<file path="src/rtl/flow_pkg.sv">
package flow_pkg;

    localparam int XLEN      = 16;
    localparam int OPC_W     = 4;
    localparam int RIDX_W    = 3;
    localparam int OFF_L_W   = 12;
    localparam int OFF_S_W   = 6;
    localparam int VEC_W     = 8;
    localparam int MASK_W    = 3;
    localparam int MASK_LSB  = 6;

    localparam logic [OPC_W-1:0] OPC_TRAP  = 4'b0010;
    localparam logic [OPC_W-1:0] OPC_RTT   = 4'b0011;
    localparam logic [OPC_W-1:0] OPC_JREL  = 4'b0100;
    localparam logic [OPC_W-1:0] OPC_JREG  = 4'b0101;
    localparam logic [OPC_W-1:0] OPC_CREL  = 4'b0110;
    localparam logic [OPC_W-1:0] OPC_CREG  = 4'b0111;
    localparam logic [OPC_W-1:0] OPC_BCND  = 4'b1000;

    typedef logic [XLEN-1:0] word_t;

    typedef enum logic [2:0] {
        K_SEQ,
        K_REL,
        K_REG,
        K_TRAP,
        K_RTT,
        K_BR
    } flow_kind_e;

    typedef enum logic [1:0] {
        PRIV_KEEP,
        PRIV_SET,
        PRIV_CLR
    } priv_op_e;

    typedef struct packed {
        flow_kind_e          kind;
        logic                link;
        logic [OFF_L_W-1:0]  off_long;
        logic [OFF_S_W-1:0]  off_short;
        logic [VEC_W-1:0]    vector;
        logic [MASK_W-1:0]   mask;
    } flow_dec_t;

    function automatic word_t sext_field(input word_t raw, input int nbits);
        word_t r;
        for (int i = 0; i < XLEN; i++) begin
            r[i] = (i < nbits) ? raw[i] : raw[nbits-1];
        end
        return r;
    endfunction

    function automatic word_t zext_field(input word_t raw, input int nbits);
        word_t r;
        for (int i = 0; i < XLEN; i++) begin
            r[i] = (i < nbits) ? raw[i] : 1'b0;
        end
        return r;
    endfunction

endpackage

</file>
<file path="src/rtl/flow_decode.sv">
module flow_decode
    import flow_pkg::*;
(
    input  word_t     instr,
    output flow_dec_t dec
);
    logic [OPC_W-1:0] opc;

    assign opc = instr[XLEN-1 -: OPC_W];

    always_comb begin
        dec.kind      = K_SEQ;
        dec.link      = 1'b0;
        dec.off_long  = instr[OFF_L_W-1:0];
        dec.off_short = instr[OFF_S_W-1:0];
        dec.vector    = instr[VEC_W-1:0];
        dec.mask      = instr[MASK_LSB +: MASK_W];
        unique case (opc)
            OPC_JREL: dec.kind = K_REL;
            OPC_CREL: begin dec.kind = K_REL;  dec.link = 1'b1; end
            OPC_JREG: dec.kind = K_REG;
            OPC_CREG: begin dec.kind = K_REG;  dec.link = 1'b1; end
            OPC_TRAP: begin dec.kind = K_TRAP; dec.link = 1'b1; end
            OPC_RTT:  dec.kind = K_RTT;
            OPC_BCND: dec.kind = K_BR;
            default:  dec.kind = K_SEQ;
        endcase
    end
endmodule

</file>
<file path="src/rtl/flow_cond.sv">
module flow_cond
    import flow_pkg::*;
(
    input  word_t             value,
    input  logic [MASK_W-1:0] mask,
    output logic              taken
);
    logic is_neg, is_zero, is_pos;
    logic [MASK_W-1:0] status;

    always_comb begin
        is_neg  = value[XLEN-1];
        is_zero = ~|value;
        is_pos  = ~is_neg & ~is_zero;
        status  = {is_neg, is_zero, is_pos};
        taken   = |(mask & status);
    end
endmodule

</file>
<file path="src/rtl/flow_target.sv">
module flow_target
    import flow_pkg::*;
(
    input  word_t     pc,
    input  word_t     rd_val,
    input  flow_dec_t dec,
    input  logic      taken,
    output word_t     pc_inc,
    output word_t     next_pc,
    output priv_op_e  priv_op
);
    word_t disp_long;
    word_t disp_short;
    word_t vec_addr;

    always_comb begin
        pc_inc     = pc + word_t'(1);
        disp_long  = sext_field(word_t'(dec.off_long),  OFF_L_W);
        disp_short = sext_field(word_t'(dec.off_short), OFF_S_W);
        vec_addr   = zext_field(word_t'(dec.vector),    VEC_W);
        priv_op    = PRIV_KEEP;
        next_pc    = pc_inc;
        unique case (dec.kind)
            K_REL:  next_pc = pc_inc + disp_long;
            K_REG:  next_pc = rd_val;
            K_TRAP: begin next_pc = vec_addr; priv_op = PRIV_SET; end
            K_RTT:  begin next_pc = rd_val;   priv_op = PRIV_CLR; end
            K_BR:   next_pc = taken ? (pc_inc + disp_short) : pc_inc;
            default: next_pc = pc_inc;
        endcase
    end
endmodule

</file>
<file path="src/rtl/flow_ctrl.sv">
module flow_ctrl
    import flow_pkg::*;
#(
    parameter int          LINK_REG = 7,
    parameter logic [15:0] RESET_PC = 16'h0000
) (
    input  logic              clk,
    input  logic              rst,
    input  logic              adv,
    input  logic [15:0]       instr,
    input  logic [15:0]       rd_val,
    output logic [15:0]       pc_o,
    output logic              priv_o,
    output logic              link_we,
    output logic [2:0]        link_idx,
    output logic [15:0]       link_data
);
    flow_dec_t dec;
    logic      taken;
    word_t     pc_q, pc_inc, next_pc;
    logic      priv_q;
    priv_op_e  priv_op;

    flow_decode u_dec (
        .instr (instr),
        .dec   (dec)
    );

    flow_cond u_cond (
        .value (rd_val),
        .mask  (dec.mask),
        .taken (taken)
    );

    flow_target u_tgt (
        .pc      (pc_q),
        .rd_val  (rd_val),
        .dec     (dec),
        .taken   (taken),
        .pc_inc  (pc_inc),
        .next_pc (next_pc),
        .priv_op (priv_op)
    );

    always_ff @(posedge clk) begin
        if (rst) begin
            pc_q   <= RESET_PC;
            priv_q <= 1'b0;
        end else if (adv) begin
            pc_q <= next_pc;
            case (priv_op)
                PRIV_SET: priv_q <= 1'b1;
                PRIV_CLR: priv_q <= 1'b0;
                default:  priv_q <= priv_q;
            endcase
        end
    end

    assign pc_o      = pc_q;
    assign priv_o    = priv_q;
    assign link_we   = adv & dec.link;
    assign link_idx  = RIDX_W'(LINK_REG);
    assign link_data = pc_inc;

    // no retirement without the strobe
    p_hold_r2: assert property (@(posedge clk) disable iff (rst)
        !adv |=> ($stable(pc_q) && $stable(priv_q)));

    // plain opcodes step by one
    p_seq_step_r3: assert property (@(posedge clk) disable iff (rst)
        (adv && dec.kind == K_SEQ) |=> (pc_q == word_t'($past(pc_q) + 1'b1)));

    // trap lands on the vector with privilege raised
    p_trap_r7: assert property (@(posedge clk) disable iff (rst)
        (adv && dec.kind == K_TRAP) |=> (priv_q && pc_q == {8'h00, $past(instr[7:0])}));

    // return drops privilege and jumps to the register
    p_rtt_r8: assert property (@(posedge clk) disable iff (rst)
        (adv && dec.kind == K_RTT) |=> (!priv_q && pc_q == $past(rd_val)));

    // empty mask never branches
    p_br_empty_r9: assert property (@(posedge clk) disable iff (rst)
        (adv && dec.kind == K_BR && dec.mask == '0) |=> (pc_q == word_t'($past(pc_q) + 1'b1)));

    // link request never appears without the strobe
    p_link_gate_r10: assert property (@(posedge clk) disable iff (rst)
        link_we |-> adv);
endmodule

</file>
<file path="config.mk">
export PLATFORM = sky130hd
export DESIGN_NAME = flow_ctrl
export DESIGN_NICKNAME = d
export VERILOG_FILES = /design/src/rtl/flow_pkg.sv /design/src/rtl/flow_decode.sv /design/src/rtl/flow_cond.sv /design/src/rtl/flow_target.sv /design/src/rtl/flow_ctrl.sv
export SDC_FILE = /design/constraint.sdc
export NUM_CORES = 1
export LEC_CHECK = 0
export CORE_MARGIN = 2
export CORE_UTILIZATION = 26
export CTS_CLUSTER_SIZE = 16
export DETAILED_ROUTE_END_ITERATION = 7
export DONT_BUFFER_PORTS = 1
export PLACE_DENSITY = 0.47
export SYNTH_ARGS = -nofsm -noshare
export SYNTH_HDL_FRONTEND = slang
export SYNTH_HIERARCHICAL = 1
export SYNTH_SLANG_ARGS = --single-unit
</file>
<file path="constraint.sdc">
create_clock -name clk -period 8.65 [get_ports clk]
set_input_delay 2.595 -clock clk [delete_from_list [all_inputs] [get_ports clk]]
set_output_delay 2.595 -clock clk [all_outputs]
set_load 0.005 [all_outputs]
</file>
==> reports/summary.md <==
The flow ran to the end, and the final reports show no timing, DRC or antenna violations. The number of pins with negative max-slew slack in the final report is 0, and the achievable frequency is 178 MHz. The count of final setup violators is 0. The most used flip-flop cell after synthesis is sky130_fd_sc_hd__dfxtp_1.

For this run, design rule violations remaining after detail routing come to 0. The logs give 217 for the count of routing violations after the opening detailed-route iteration and 13700 sq um for the overall die area. The run gives 20 as the maximum number of pins on one net before global-route repair. The worst pin sits at a relative slew slack of 35.7%.

Of the post-synthesis cell area, the dominant cell type holds 12.8%. Clock latency on the worst-skew pair, taken at its later pin, is 250 ps. After detailed routing, the number of vias per cell comes to 5.36. The layout net count came out at 473.

For flop-to-flop paths, the worst setup slack is 4740 ps. The number of rows in the core area came out at 41. Across all layers, the routed design uses 3075 vias. Clock tree synthesis selected as its root buffer the cell sky130_fd_sc_hd__clkbuf_16.

Setup repair after global routing left no endpoint under its margin. The layout overhead on the synthesized area was 0.113%; the share of the cycle needed by the critical path after routing was 64.9%. The signal on the critical path passes through nor2b_1, nor3b_1, and2_2. Of all cell types, the one taking the most synthesized area is sky130_fd_sc_hd__ha_1.

Number of buffers inserted for hold repair after clock tree synthesis: 0. Counting instances in the post-synthesis netlist gives the leading cell types as 47 x sky130_fd_sc_hd__nor2_1, 34 x sky130_fd_sc_hd__ha_1, 32 x sky130_fd_sc_hd__buf_4, 32 x sky130_fd_sc_hd__nand2_1, 28 x sky130_fd_sc_hd__o21ai_0. For the final estimated routing congestion in global placement, the log shows 0.862. The worst setup path is captured at an output port.

For the standard cell area after detailed placement, the log shows 3250 sq um. After clock tree synthesis, the repair step resized 0 gates. After detailed routing, no signal wire sits above met4. The final HPWL from detailed placement was 9.12 mm; the actual transition at the worst max-transition pin was 965 ps. The wire length per cell was 18.9 microns; the count of distinct cell types in the synthesized netlist was 65. For the worst ir drop on vdd, the log shows 0.0569 mV. Along the worst path, the maximum fanout reaches 6. The setup path with the least slack is of type in -> out. The detailed-routing iteration count for the pre-antenna-repair pass is 6, and the area of the mapped netlist is 3330 sq um. The number of nets with antenna violations after detailed routing is 0, and the share of flip-flops with an asynchronous set or reset after synthesis is 0%. Final sum of negative setup slack: 0 ps. The number of register bits inferred by synthesis is 17, and the number of buffers added by the clock tree synthesis step is 3. The clock input transition at the sequential cells of the worst setup and hold paths was 50 ps; the y dimension of the die was 117 microns. The post-route netlist has 3.74% of its cells at a drive strength greater than 1. Total overflow reported by the global router: 0.

The number of endpoints with negative hold slack in the final report was 0; the overall track demand over capacity in global routing was 15.6%. The horizontal extent of the die was 117 microns; the I/O pin count was 72. The detailed router put a total of 4.63 mm of wire on met1. Setup slack on the critical path of the routed design comes to 3040 ps. The first global-routing pass estimated 16.4 mm of wire. Among all stages on the critical path, the largest delay is contributed by sky130_fd_sc_hd__and2_2.

TritonCTS built the clock tree. The clock sink count was 17; the final design area excluding fillers was 3330 sq um. Data on the critical path is required at its endpoint by 6060 ps. For the count of H-tree levels built during CTS, the log shows 1. After synthesis, flip-flops and latches occupy 10.2% of the total area. The number of global-route vias before repair is 2982.

In this run the worst hold path is classified as reg -> reg. Ranked by total cell area, the synthesized netlist is headed by sky130_fd_sc_hd__ha_1 13%, sky130_fd_sc_hd__dfxtp_1 10%, sky130_fd_sc_hd__buf_4 7.2%. The logs give 436 for the gate count after technology mapping and 0 for the max-cap violation count.

The average footprint of a synthesized cell came out at 7.64 sq um. The critical path startpoint category was a primary input. The core region is 12600 sq um. For this block, the routed nets add up to 10.8 mm of wire. In the detailed route, the total length drawn on met3 is 869 microns.

In this design, the stage delay of the slowest critical-path cell is 170 ps. The most frequently used cell type in the post-synthesis netlist is sky130_fd_sc_hd__nor2_1. The reported leakage power is 0.00140 uW. The count of buffers added by post-CTS timing repair for setup was 0. After detailed routing, the met2 layer carries 5.03 mm of wire. Buffers placed on the I/O ports in this run total 0. The number of buffers on the longest clock path was 2. Between clock sinks in the finished design, the worst skew comes to 3.47 ps. The smallest clock period supported by the final layout is computed as 5610 ps. For this design the ratio of total power to cell area is 120 nW/um^2. The arrival time of the worst setup path was 3020 ps; the effective utilization at floorplan was 26.5%. The number of antenna violations at the first check in global routing came out at 0. During synthesis, Yosys emitted a total of 6 warnings. In this run, synthesis inferred 0 flip-flops with an integrated enable. Prior to clock tree synthesis, the placed netlist has a worst setup slack of 3030 ps.
[cell families (layout without fill, tap and decap cells)]
group,Yosys count,after routing,synth area share [%]
multiplexers,23,23,6.95
adder cells (fa/ha/maj),36,36,14.0
buffers and inverters,61,24,11.5
other,1,4,0.113
XOR/XNOR,39,39,10.5
AND/OR/NAND/NOR,148,148,23.6
AO/OA/AOI/OAI,111,111,23.2
flip-flops,17,17,10.2
[flip-flops by register name, summed over array words and instances (netlist names)]
signal / cells
pc_o: 16
priv_o: 1
[report_power, final]
part / leakage (uW) / internal, uW / total, uW / switching [uW]
registers: 0.000139 / 85.3 / 99.9 / 14.7
logic: 0.00122 / 85.3 / 208 / 122
clock network: 0.0000382 / 62.6 / 92.4 / 29.8
[worst paths after layout]
kind,startpoint,endpoint,depth (start not counted)
worst max-delay path,instr[12],link_we,3
worst min-delay path,priv_o$_SDFFE_PP0P_,priv_o$_SDFFE_PP0P_,2
worst max register to register,pc_o[0]$_SDFFE_PP0P_,pc_o[15]$_SDFFE_PP0P_,15
worst min register to register,priv_o$_SDFFE_PP0P_,priv_o$_SDFFE_PP0P_,2
[cell type report]
cell class | instances | area (sq um)
Antenna cell | 1 | 2.50
Timing Repair Buffer | 2 | 15.0
Fill cell | 1381 | 9230
Multi-Input combinational cell | 360 | 2620
Sequential cell | 17 | 340
Tap cell | 172 | 215
Inverter | 18 | 67.6
Clock buffer | 4 | 78.8
[layout by cell type, fill, tap and decap left out, drive strengths merged, types with 2 or more instances in the layout]
cell type and n:
a211oi 3, a21o 7, a21oi 15, a222oi 10, a22oi 3, a31oi 5
and2 4, and3 5, and4 2, buf 2, clkbuf 4, conb 3
dfxtp 17, fa 2, ha 34, inv 18, mux2i 22, nand2 32
nand2b 9, nand3 12, nand4 7, nor2 47, nor2b 8, nor3 4
nor3b 5, nor4 5, o211ai 10, o21a 6, o21ai 28, o21bai 3
o221ai 4, o311ai 3, o31a 2, o31ai 2, o41ai 2, or3 2
xnor2 18, xor2 21
[routing by layer]
| layer | track usage [%] | vias to the layer above |
|---|---|---|
| li1 | - | 1497 |
| met1 | 19.7 | 1428 |
| met5 | 0 | - |
| met3 | 3.09 | 25 |
| met2 | 26.4 | 125 |
| met4 | 5.65 | 0 |
[stage by stage]
step | hold WS, ps | instances | util (%) | power, uW
final | 475 | 574 | 26.5 | 400
after floorplan | 458 | 438 | - | 271
after global routing | 506 | 573 | 26.5 | 429
after CTS | 484 | 573 | 26.5 | 400
after detailed placement | 474 | 569 | 25.9 | 305
after global placement | 472 | 569 | 25.9 | 304
[worst max-delay path: cells and delay by family]
kind,cells,cell delay (ps)
AND/OR/NAND/NOR,3,430
Note: power is estimated with default switching activity, not from simulation.
